`src/rtl/lpm_pkg.sv`:
```
package lpm_pkg;
  localparam int EN_W = 3;

  typedef enum logic [2:0] {
    ST_RUN    = 3'd0,
    ST_DOZE   = 3'd1,
    ST_WAIT   = 3'd2,
    ST_SETTLE = 3'd3,
    ST_NAP    = 3'd4,
    ST_SLEEP  = 3'd5
  } lp_state_e;

  typedef enum logic [1:0] {
    LM_RUN   = 2'd0,
    LM_DOZE  = 2'd1,
    LM_NAP   = 2'd2,
    LM_SLEEP = 2'd3
  } lp_mode_e;
endpackage

```
`src/rtl/lpm_prio.sv`:
```
module lpm_prio
  import lpm_pkg::*;
(
  input  logic [EN_W-1:0] en,
  output lp_mode_e        sel
);
  // deepest enabled mode wins; bit index + 1 equals the mode code
  always_comb begin
    sel = LM_RUN;
    for (int i = 0; i < EN_W; i++) begin
      if (en[i]) sel = lp_mode_e'(i + 1);
    end
  end
endmodule

```
`src/rtl/lpm_settle_timer.sv`:
```
module lpm_settle_timer #(
  parameter int SETTLE_CYC = 8
) (
  input  logic clk,
  input  logic rst,
  input  logic clr,
  output logic done
);
  localparam int CW = (SETTLE_CYC < 2) ? 1 : $clog2(SETTLE_CYC + 1);
  localparam logic [CW-1:0] LAST = CW'(SETTLE_CYC - 1);

  logic [CW-1:0] cnt_q;

  assign done = (cnt_q == LAST);

  always_ff @(posedge clk) begin
    if (rst || clr)  cnt_q <= '0;
    else if (!done)  cnt_q <= cnt_q + 1'b1;
  end
endmodule

```
`src/rtl/lpm_out_map.sv`:
```
module lpm_out_map
  import lpm_pkg::*;
(
  input  logic      clk,
  input  logic      rst,
  input  lp_state_e st_nxt,
  output logic      qreq,
  output logic      snoop_en,
  output logic      tbase_en,
  output logic      pll_en,
  output logic      pll_off_ok,
  output lp_mode_e  mode
);
  always_ff @(posedge clk) begin
    if (rst) begin
      qreq <= 1'b0; snoop_en <= 1'b1; tbase_en <= 1'b1;
      pll_en <= 1'b1; pll_off_ok <= 1'b0; mode <= LM_RUN;
    end else begin
      qreq <= 1'b0; snoop_en <= 1'b1; tbase_en <= 1'b1;
      pll_en <= 1'b1; pll_off_ok <= 1'b0; mode <= LM_RUN;
      unique case (st_nxt)
        ST_DOZE:   mode <= LM_DOZE;
        ST_WAIT,
        ST_SETTLE: qreq <= 1'b1;
        ST_NAP: begin
          qreq <= 1'b1; snoop_en <= 1'b0; mode <= LM_NAP;
        end
        ST_SLEEP: begin
          qreq <= 1'b1; snoop_en <= 1'b0; tbase_en <= 1'b0;
          pll_en <= 1'b0; pll_off_ok <= 1'b1; mode <= LM_SLEEP;
        end
        default: ;
      endcase
    end
  end
endmodule

```
`src/rtl/lpm_quiesce_ctrl.sv`:
```
module lpm_quiesce_ctrl
  import lpm_pkg::*;
#(
  parameter int SETTLE_CYC = 8
) (
  input  logic            clk,
  input  logic            rst,
  input  logic [EN_W-1:0] mode_en,
  input  logic            pdn_set,
  input  logic            wake,
  input  logic            qack,
  output logic            qreq,
  output logic            snoop_en,
  output logic            tbase_en,
  output logic            pll_en,
  output logic            pll_off_ok,
  output logic [1:0]      cur_mode
);
  lp_state_e st_q, st_nxt;
  lp_mode_e  tgt_q, tgt_nxt, sel;
  lp_mode_e  mode_q;
  logic      settle_done;

  lpm_prio u_prio (.en(mode_en), .sel(sel));

  lpm_settle_timer #(.SETTLE_CYC(SETTLE_CYC)) u_timer (
    .clk(clk), .rst(rst), .clr(st_q != ST_SETTLE), .done(settle_done)
  );

  always_comb begin
    st_nxt  = st_q;
    tgt_nxt = tgt_q;
    unique case (st_q)
      ST_RUN: begin
        if (pdn_set && !wake && sel != LM_RUN) begin
          tgt_nxt = sel;
          st_nxt  = (sel == LM_DOZE) ? ST_DOZE : ST_WAIT;
        end
      end
      ST_WAIT: begin
        if (wake)      st_nxt = ST_RUN;
        else if (qack) st_nxt = ST_SETTLE;
      end
      ST_SETTLE: begin
        if (wake)             st_nxt = ST_RUN;
        else if (settle_done) st_nxt = (tgt_q == LM_SLEEP) ? ST_SLEEP : ST_NAP;
      end
      ST_DOZE, ST_NAP, ST_SLEEP: begin
        if (wake) st_nxt = ST_RUN;
      end
      default: st_nxt = ST_RUN;
    endcase
  end

  always_ff @(posedge clk) begin
    if (rst) begin
      st_q  <= ST_RUN;
      tgt_q <= LM_RUN;
    end else begin
      st_q  <= st_nxt;
      tgt_q <= tgt_nxt;
    end
  end

  lpm_out_map u_out (
    .clk(clk), .rst(rst), .st_nxt(st_nxt),
    .qreq(qreq), .snoop_en(snoop_en), .tbase_en(tbase_en),
    .pll_en(pll_en), .pll_off_ok(pll_off_ok), .mode(mode_q)
  );

  assign cur_mode = mode_q;
endmodule

```
`config.mk`:
```
export PLATFORM = sky130hd
export DESIGN_NAME = lpm_quiesce_ctrl
export DESIGN_NICKNAME = d
export VERILOG_FILES = /design/src/rtl/lpm_pkg.sv /design/src/rtl/lpm_prio.sv /design/src/rtl/lpm_settle_timer.sv /design/src/rtl/lpm_out_map.sv /design/src/rtl/lpm_quiesce_ctrl.sv
export SDC_FILE = /design/constraint.sdc
export NUM_CORES = 1
export LEC_CHECK = 0
export BUFFER_PORTS_ARGS = -buffer_cell sky130_fd_sc_hd__buf_4
export CAP_MARGIN = 20
export CORE_ASPECT_RATIO = 0.75
export CORE_UTILIZATION = 30
export CTS_CLUSTER_DIAMETER = 100
export DETAILED_ROUTE_END_ITERATION = 6
export PLACE_DENSITY = 0.57
export SETUP_SLACK_MARGIN = 0.02
export SYNTH_ARGS = -nofsm -noshare
export SYNTH_HDL_FRONTEND = slang
export SYNTH_SLANG_ARGS = --single-unit
export TNS_END_PERCENT = 5
```
`constraint.sdc`:
```
create_clock -name clk -period 1.8 [get_ports clk]
set_input_delay 0.36 -clock clk [delete_from_list [all_inputs] [get_ports clk]]
set_output_delay 0.36 -clock clk [all_outputs]
set_load 0.01 [all_outputs]
```
==> results of run 1 <==
## sequential cells by signal (all words and copies together), names as in the netlist
| signal | count |
|---|---|
| u_timer.cnt_q | 4 |
| u_out.mode | 2 |
| u_out.pll_off_ok | 1 |
| u_out.qreq | 1 |
| u_out.snoop_en | 1 |
| u_out.pll_en | 1 |
| tgt_q | 2 |
| st_q | 3 |
## worst max-delay path, stage by stage, from the launching register on
cell and delay (ns):
dfxtp_1 0.39, ha_1 0.24, and4b_4 0.28, a211oi_2 0.07, a311oi_2 0.36, nor4_1 0.09
## cells in the mapped netlist (2+ instances only)
cell type  instances  area, um^2
nand3_1            2        10.0
dfxtp_1           15         300
and2b_1            3        22.5
o21ai_0            3        15.0
nor2_1             6        22.5
nor3b_2            2        25.0
nand2_1            3        11.3
a21oi_1            7        35.0
nor3_1             3        15.0
nand2b_1           2        12.5
inv_1              2        7.51
## cell families (layout without fill, tap and decap cells)
| logic type | Yosys count | count (layout) | synth area share |
|---|---|---|---|
| adder cells (fa/ha/maj) | 1 | 1 | 0.0195 |
| AND/OR/NAND/NOR | 29 | 29 | 0.298 |
| XOR/XNOR | 1 | 1 | 0.0136 |
| buffers and inverters | 4 | 20 | 0.0292 |
| flip-flops | 15 | 15 | 0.467 |
| AO/OA/AOI/OAI | 16 | 16 | 0.173 |
## area by class of cell
cell class	count	area [um^2]	area share
clock buffer	4	26.3	0.0331
inverter	2	7.51	0.00946
multi-input combinational	47	324	0.409
sequential	15	300	0.379
tap	24	30.0	0.0379
timing repair buffer	14	105	0.132
## power by group through the flow
stage	Sequential, uW	Clock [uW]	Combinational [uW]
floorplan	351	0	29.3
global placement	351	0	52.5
detailed placement	351	0	52.5
CTS	343	194	52.6
global route	344	219	58.0
finish	343	187	52.3
## routing by layer
metal  vias to the layer above  global-route usage
met1                       227               0.153
met5                         -                   0
met4                         0              0.0450
met3                         2              0.0648
met2                        12               0.159
li1                        271                   -
## worst paths after layout
| path | cells past startpoint | end |
|---|---|---|
| setup / recovery | 5 | u_out.mode[0] |
| setup reg to reg | 5 | u_out.mode[0] |
| hold / removal | 2 | tgt_q[0] |
| hold reg to reg | 2 | u_timer.cnt_q[1] |
## layout by cell type, fill, tap and decap left out, drive strengths merged, types with 2 or more instances in the layout
cell and instances:
a21oi 7, a311oi 2, o21ai 3, nor3 4
inv 2, nand3 2, nand2b 2, nor2 6
dfxtp 15, nand2 3, and2b 3, nor3b 2
clkbuf 4, buf 14
## stage by stage
stage          power (uW)  hold WS (ns)  area, um^2  std cells
6_report              583         0.273         793        106
4_1_cts               590         0.263         793        106
5_1_grt               622         0.259         793        106
3_5_place_dp          404         0.472         767        102
3_3_place_gp          404         0.468         767        102
2_1_floorplan         380         0.438         643         66
==> results.md, run 1 <==
- Finished Core Util: 0.394
- Crit path arrival time: 1.71 ns
- Fin. Hold Viols: 0
- Root buffer cell: clkbuf_4
- Die area: between 2000 and 2500 um^2
- Status: completed
- CP startpoint: u_timer.cnt_q[0]
- Post-Place Setup Slack: ~0.27 ns
- Final WL: between 1000 and 1500 um
- Fmax: 0.643 GHz
- RR Startpoint: u_timer.cnt_q[0]
- DRC viols: 0
- Mapped Cells: between 60 and 70
- Hold Path Class: in -> reg
- Gr ovfl total: 0
- Post-cts sizing count: 0
- Crit share post-route: 0.864
- Actual slew at the worst max-slew pin: approximately 0.35 ns
- Average routed wire per standard cell: between 10 and 15 um
- Cts hold-fix bufs: 0
- Setup bufs post-CTS: 0
- Top Metal Used: met4
- Filler cells: 200
- Largest net degree at the start of global routing: 9
- Cell Int Power: around 450 uW
- Global-route wire length before repair: about 2100 um
- Clk network pwr share: 0.321
- Clock sinks: 15
- Psw: around 130 uW
- Post-synth EDFFs: 0
- M1 WL: a little under 600 um
- Vias per Instance: between 4 and 5
- Routed wl met3: about 56 um
- Yosys warning total: 0
- Critical path type: reg -> reg
- Via Count: a little over 500
- IO Count: 15
- Leakage power: 0.000326 uW
- Clock Skew: roughly 0.00081 ns
- Seq/Total Area, Yosys: 0.467
- CTS buffer count: 3
- Fin crit period: approximately 1.6 ns
- Seq cells post-synth: 15
- HPWL Detailed: between 800 and 900 um
- Vias in the first global route: around 470
- Cell Area, Synth: 643 um^2
- Part of the power in registers: 0.589
- Post-synth cell types: 29
- Overall global routing resource usage: 0.117
- Startpoint Class: register
- Max_slew headroom: 0.768
- Reg clk slew, reported paths: approximately 0.080 ns
- Port bufs: 14
- Crit path max fanout: 5
- WP data required: slightly below 2 ns
- Post-synthesis async set-or-reset flop share: 0
- Synth Flop Type: dfxtp_1
- Core area: 2010 um^2
- Pwr Density: between 700 and 800 nW/um^2
- Max-Cap Viols: 0
- Deepest clock path buffer count: 2
- H-tree depth: 1
- Routed Antenna Nets: 0
- Final Max Slew Viols: 0
- Gate power share: 0.090
- # rows: 14
- Initial core utilization: 0.319
- Final setup viols: 0
- Die Y: 42.1 um
- Final setup margin: between 0.2 and 0.25 ns
- Initial antenna violation count: 0
- Mean Syn Cell Area: between 9 and 10 um^2
- Layout cells sized above 1: 0.305
- Min-delay src: mode_en[1]
- Number of diodes: 0
- RSZ-0062 raised after global routing: false
- Setup TNS: 0 ns
- Die W: about 55 um
- P&R area growth vs syn: 23.3%
- Drt pass-1 iters: 4
- Clock Latency Late Sink: 0.27 ns
- Flop2flop setup slack: between 0.2 and 0.25 ns
- CTS tree: done
- Sw Ratio: 0.223
- Worst setup EP type: register
- Detailed Route Iter0 Violations: 5
- NumNets Final: between 90 and 100
- Met2 routed WL: slightly below 500 um
- Net count after synthesis: between 70 and 80
- Worst VDD drop: approximately 0.46 mV
- RePlAce Congestion: roughly 0.73
Power figures use the tool's default switching activity.
==> inputs of run 2 (changes only) <==
Settings changed: CORE_UTILIZATION 30 to 35, PLACE_DENSITY 0.57 to 0.59.
==> results.md, run 2 (same netlist as run 1, synthesis figures left out) <==
- Status: completed
- Leakage power: approximately 0.00033 uW
- Biggest register: u_timer.cnt_q
- Setup TNS: 0 ns
- Initial antenna violation count: 0
- # rows: 13
- Gate power share: 0.089
- H-tree depth: 1
- CTS buffer count: 3
- Die Y: around 39 um
- Detailed Route Iter0 Violations: 13
- Hold Path Class: in -> reg
- Max_slew headroom: 0.767
- Die area: between 2000 and 2500 um^2
- Fin. Hold Viols: 0
- Dpl cell area: between 700 and 800 um^2
- Final Max Slew Viols: 0
- Worst setup EP type: register
- Actual slew at the worst max-slew pin: 0.349 ns
- HPWL Detailed: between 900 and 1000 um
- Die W: around 51 um
- Cell Int Power: roughly 450 uW
- Clock sinks: 15
- RePlAce Congestion: between 0.7 and 0.8
- Global-route wire length before repair: 1910 um
- Finished Core Util: 0.459
- Drt pass-1 iters: 4
- Part of the power in registers: 0.586
- Vias per Instance: 5.01
- Filler cells: 182
- Clk network pwr share: 0.325
- Worst VDD drop: around 0.39 mV
- Reg clk slew, reported paths: about 0.09 ns
- Number of diodes: 0
- Vias in the first global route: 444
- Initial core utilization: 0.373
- Critical path type: reg -> reg
- Startpoint Class: register
- Core area: between 1500 and 2000 um^2
- Via Count: roughly 520
- DRC viols: 0
- Commonest non-fill, non-tap cell in the layout: dfxtp_1
- Setup bufs post-CTS: 0
- IO Count: 15
- WP data required: 2.04 ns
- Crit path max fanout: 5
- Average routed wire per standard cell: about 11 um
- Fin crit period: roughly 1.6 ns
- P&R area growth vs syn: 23.2%
- Deepest clock path buffer count: 2
- Most frequent cells in the layout: 15 x dfxtp_1, 14 x buf_4, 7 x a21oi_1, 6 x nor2_1
- Root buffer cell: clkbuf_4
- Layout cells sized above 1: 0.317
- Post-cts sizing count: 0
- Overall global routing resource usage: 0.136
- Crit path arrival time: 1.82 ns
- Crit share post-route: 0.878
- CTS tree: done
- Top Registers: u_timer.cnt_q: 4 flops, st_q: 3 flops
- Clock Skew: between 0.008 and 0.009 ns
- Final WL: around 1200 um
- Fmax: ~0.63 GHz
- Max FFs per register: 4
- Pwr Density: between 700 and 800 nW/um^2
- Routed Antenna Nets: 0
- Hold Slack: around 0.28 ns
- Sw Ratio: 0.234
- Final setup viols: 0
- Cts hold-fix bufs: 0
- RSZ-0062 raised after global routing: false
- Cell area after layout: 792 um^2
- Max-Cap Viols: 0
- Clock Latency Late Sink: 0.28 ns
- Gr ovfl total: 0
- Psw: approximately 140 uW
- Largest net degree at the start of global routing: 10
- Port bufs: 14
- NumNets Final: 92
[run 2: cell count changes in the layout (fill, tap and decap cells not counted), sizes merged]
cell,change
clkbuf,-1
clkinv,+1
[run 2: worst max-delay path, cell delays in order (launching register included)]
cell      delay, ns
dfxtp_1        0.39
ha_1           0.26
and4b_4        0.29
a211oi_2       0.07
a311oi_2       0.36
nand2b_1       0.16
[run 2: final cells by class]
type	count	area, um^2	share of cell area
Clock inverter	1	5.00	0.00632
Timing Repair Buffer	14	105	0.133
Clock buffer	3	22.5	0.0284
Inverter	2	7.51	0.00948
Multi-Input combinational cell	47	324	0.409
Sequential cell	15	300	0.379
Tap cell	22	27.5	0.0348
[run 2: path summary, 6_finish.rpt]
check	startpoint	end	slack [ns]	depth (start not counted)
hold / removal	mode_en[1]	tgt_q[0]	0.28	2
hold reg to reg	u_timer.cnt_q[1]	u_timer.cnt_q[1]	0.49	2
setup reg to reg	u_timer.cnt_q[0]	u_out.pll_en	0.22	5
setup / recovery	u_timer.cnt_q[0]	u_out.pll_en	0.22	5
[run 2: power groups by stage]
stage | sequential (uW) | combinational, uW | clock [uW]
detailed placement | 351 | 52.5 | 0
finish | 344 | 52.2 | 191
CTS | 344 | 52.7 | 198
floorplan | 351 | 29.3 | 0
global placement | 351 | 52.5 | 0
global route | 345 | 57.0 | 215
[run 2: metrics by stage]
step	worst slack (ns)	power, uW	instances
after floorplan	0.416	380	66
after global placement	0.255	404	100
after detailed placement	0.249	404	100
after CTS	0.224	595	104
after global routing	0.115	617	104
final	0.219	586	104
[run 2: routing by layer]
layer | global-route usage | wire length [um] | vias to the layer above
met5 | 0 | 0 | -
met4 | 0.0608 | 13 | 0
met3 | 0.0588 | 71 | 2
met2 | 0.195 | 519 | 16
met1 | 0.176 | 587 | 237
li1 | - | - | 266
==> inputs of run 3 (changes only) <==
Settings changed: ABC_AREA from default to 1.
==> results.md, run 3 <==
- Critical path's most frequent cell: nand2_2
- Reg clk slew, reported paths: 0.09 ns
- H-tree depth: 1
- Largest net degree at the start of global routing: 9
- Initial core utilization: 0.374
- Vias in the first global route: about 400
- Die Y: 39.3 um
- Max FFs per register: 4
- Sw Ratio: 0.226
- Crit path arrival time: ~1.6 ns
- Seq/Total Area, Yosys: 0.462
- Gr ovfl total: 0
- Max_slew headroom: 0.780
- RR Endpoint: u_out.pll_off_ok
- Port bufs: 14
- Global-route wire length before repair: roughly 1700 um
- Critical-path top delay cell: dfxtp_1
- Post-synthesis async set-or-reset flop share: 0
- Synth Flop Type: dfxtp_1
- Setup TNS: 0 ns
- Die W: 51.8 um
- Startpoint Class: register
- Critical path type: reg -> reg
- Yosys warning total: 0
- Layout cells sized above 1: 0.323
- Crit path max fanout: 6
- Pwr Density: just over 700 nW/um^2
- Vias per Instance: 4.31
- P&R area growth vs syn: 23.3%
- Post-synth EDFFs: 0
- Storage element area: 300 um^2
- Synth top area share: 0.462
- Cell Int Power: ~450 uW
- Most common cell in the synthesized netlist: dfxtp_1
- RR Startpoint: u_timer.cnt_q[0]
- Most frequent cells in the layout: 15 x dfxtp_1, 14 x buf_4, 13 x nand2_1, 11 x nor2_1, 9 x inv_1
- CP delay by family, top: simple AND/OR/NAND/NOR gates
- WP data required: between 1.5 and 2 ns
- Final setup viols: 0
- Yosys top cell by area: dfxtp_1
- Root buffer cell: clkbuf_4
- Biggest register: u_timer.cnt_q
- CTS buffer count: 3
- Core area: ~1700 um^2
- Worst VDD drop: around 0.39 mV
- Synth area leaders: dfxtp_1 46%, nand2_1 7.5%, nor2_1 6.3%
- HPWL Detailed: between 800 and 900 um
- Actual slew at the worst max-slew pin: approximately 0.33 ns
- Number of diodes: 0
- Cell Area, Synth: between 600 and 700 um^2
- Routed Antenna Nets: 0
- CP Cell Sequence: ha_1, nand2_2, nor2_4, inv_2, nand2_1, nand3_1, nand2_1, nand2_2, nand2_2, inv_2
- Hold depth: 2
- Part of the power in registers: 0.591
- Worst Hold Endpoint: u_out.mode[0]
- Post-Place Setup Slack: 0.377 ns
- Worst setup EP type: register
- Final setup margin: 0.366 ns
- Initial antenna violation count: 0
- Hold Path Class: in -> reg
- Overall global routing resource usage: 0.119
- Mean Syn Cell Area: just under 8 um^2
- Commonest non-fill, non-tap cell in the layout: dfxtp_1
- IO Count: 15
- Drt pass-1 iters: 4
- Dpl cell area: roughly 780 um^2
- Crit path buffers/inverters: 2
- Filler cells: around 180
- Fin crit period: ~1.4 ns
- Flop2flop setup slack: ~0.37 ns
- Die area: around 2000 um^2
- Fin. Hold Viols: 0
- Cell area after layout: approximately 800 um^2
- Fmax: around 0.7 GHz
- Max-Cap Viols: 0
- CTS tree: done
- Most common library cells after synthesis: 15 x dfxtp_1, 13 x nand2_1, 11 x nor2_1, 9 x inv_1, 6 x a21oi_1
- Worst path max stage delay: just under 0.4 ns
- NumNets Final: about 110
- Psw: 131 uW
- Detailed Route Iter0 Violations: 2
- Clock sinks: 15
- Net count after synthesis: between 90 and 100
- Min-delay src: rst
- RePlAce Congestion: approximately 0.7
- Via Count: approximately 520
- Clk network pwr share: 0.321
- Gate power share: 0.087
- Post-synth cell types: 21
- Setup bufs post-CTS: 0
- # rows: 13
- Cts hold-fix bufs: 0
- Area of the multi-input gates: ~300 um^2
- Status: completed
- Deepest clock path buffer count: 2
- R2R cell count: 10
- Top Registers: u_timer.cnt_q: 4 flops, st_q: 3 flops
- Crit share post-route: 0.797
- DRC viols: 0
- Clock Latency Late Sink: around 0.28 ns
- Leakage power: approximately 0.00037 uW
- Clock Skew: around 0.0074 ns
- Seq cells post-synth: 15
- Final WL: roughly 1100 um
- Mapped Cells: between 80 and 90
- RSZ-0062 raised after global routing: false
- Post-cts sizing count: 0
- Final Max Slew Viols: 0
- Average routed wire per standard cell: between 9 and 10 um
[run 3: routing by layer]
layer	wire length [um]	vias to the layer above	track usage	part of all wire
li1	-	292	-	-
met1	617	215	0.174	0.56
met2	445	14	0.143	0.40
met3	48	0	0.0581	0.043
met4	0	0	0.0405	0
met5	0	-	0	0
[run 3: stage by stage]
| step | power, uW | utilization | instances | hold WS [ns] |
|---|---|---|---|---|
| floorplan | 377 | - | 82 | 0.429 |
| global placement | 400 | 0.446 | 117 | 0.474 |
| detailed placement | 401 | 0.446 | 117 | 0.486 |
| CTS | 588 | 0.461 | 121 | 0.293 |
| global route | 612 | 0.461 | 121 | 0.290 |
| finish | 579 | 0.461 | 121 | 0.300 |
[run 3: worst register-to-register path: stages, from the launching register on]
cell     delay (ns)
dfxtp_1        0.39
ha_1           0.21
nand2_2        0.09
nor2_4         0.15
inv_2          0.07
nand2_1        0.08
nand3_1        0.07
nand2_1        0.09
nand2_2        0.08
nand2_2        0.07
inv_2          0.03
[run 3: power groups by stage]
| stage | clock [uW] | sequential, uW | combinational [uW] |
|---|---|---|---|
| global placement | 0 | 350 | 50.3 |
| floorplan | 0 | 350 | 27.1 |
| detailed placement | 0 | 350 | 50.7 |
| CTS | 195 | 342 | 51.0 |
| global route | 211 | 343 | 57.4 |
| finish | 186 | 342 | 50.6 |
[run 3: how the worst max path moves through the flow]
stage / startpoint / endpoint / slack (ns) / depth (start not counted)
2_1_floorplan: u_timer.cnt_q[0] / u_out.pll_en / 0.55 / 8
3_3_place_gp: u_timer.cnt_q[0] / u_out.mode[0] / 0.42 / 10
3_5_place_dp: u_timer.cnt_q[0] / u_out.mode[0] / 0.38 / 10
4_1_cts: u_timer.cnt_q[0] / u_out.pll_off_ok / 0.37 / 10
5_1_grt: u_timer.cnt_q[0] / u_out.pll_off_ok / 0.26 / 10
6_report: u_timer.cnt_q[0] / u_out.pll_off_ok / 0.37 / 10
[run 3: cells by family (layout without fill, tap and decap cells)]
kind of cell	Yosys count	in the layout	synth area share
buf+inv	13	30	0.0808
flops	15	15	0.462
simple gates	41	41	0.327
fa+ha+maj	1	1	0.0192
xor+xnor	1	1	0.0135
compound gates	11	11	0.0981
[run 3: cell type report]
cell class | instances | share of cell area
clock buffers | 4 | 0.0328
repair buffers | 14 | 0.131
flip-flops and latches | 15 | 0.374
well taps | 22 | 0.0343
inverters | 12 | 0.0562
multi-input cells | 54 | 0.371
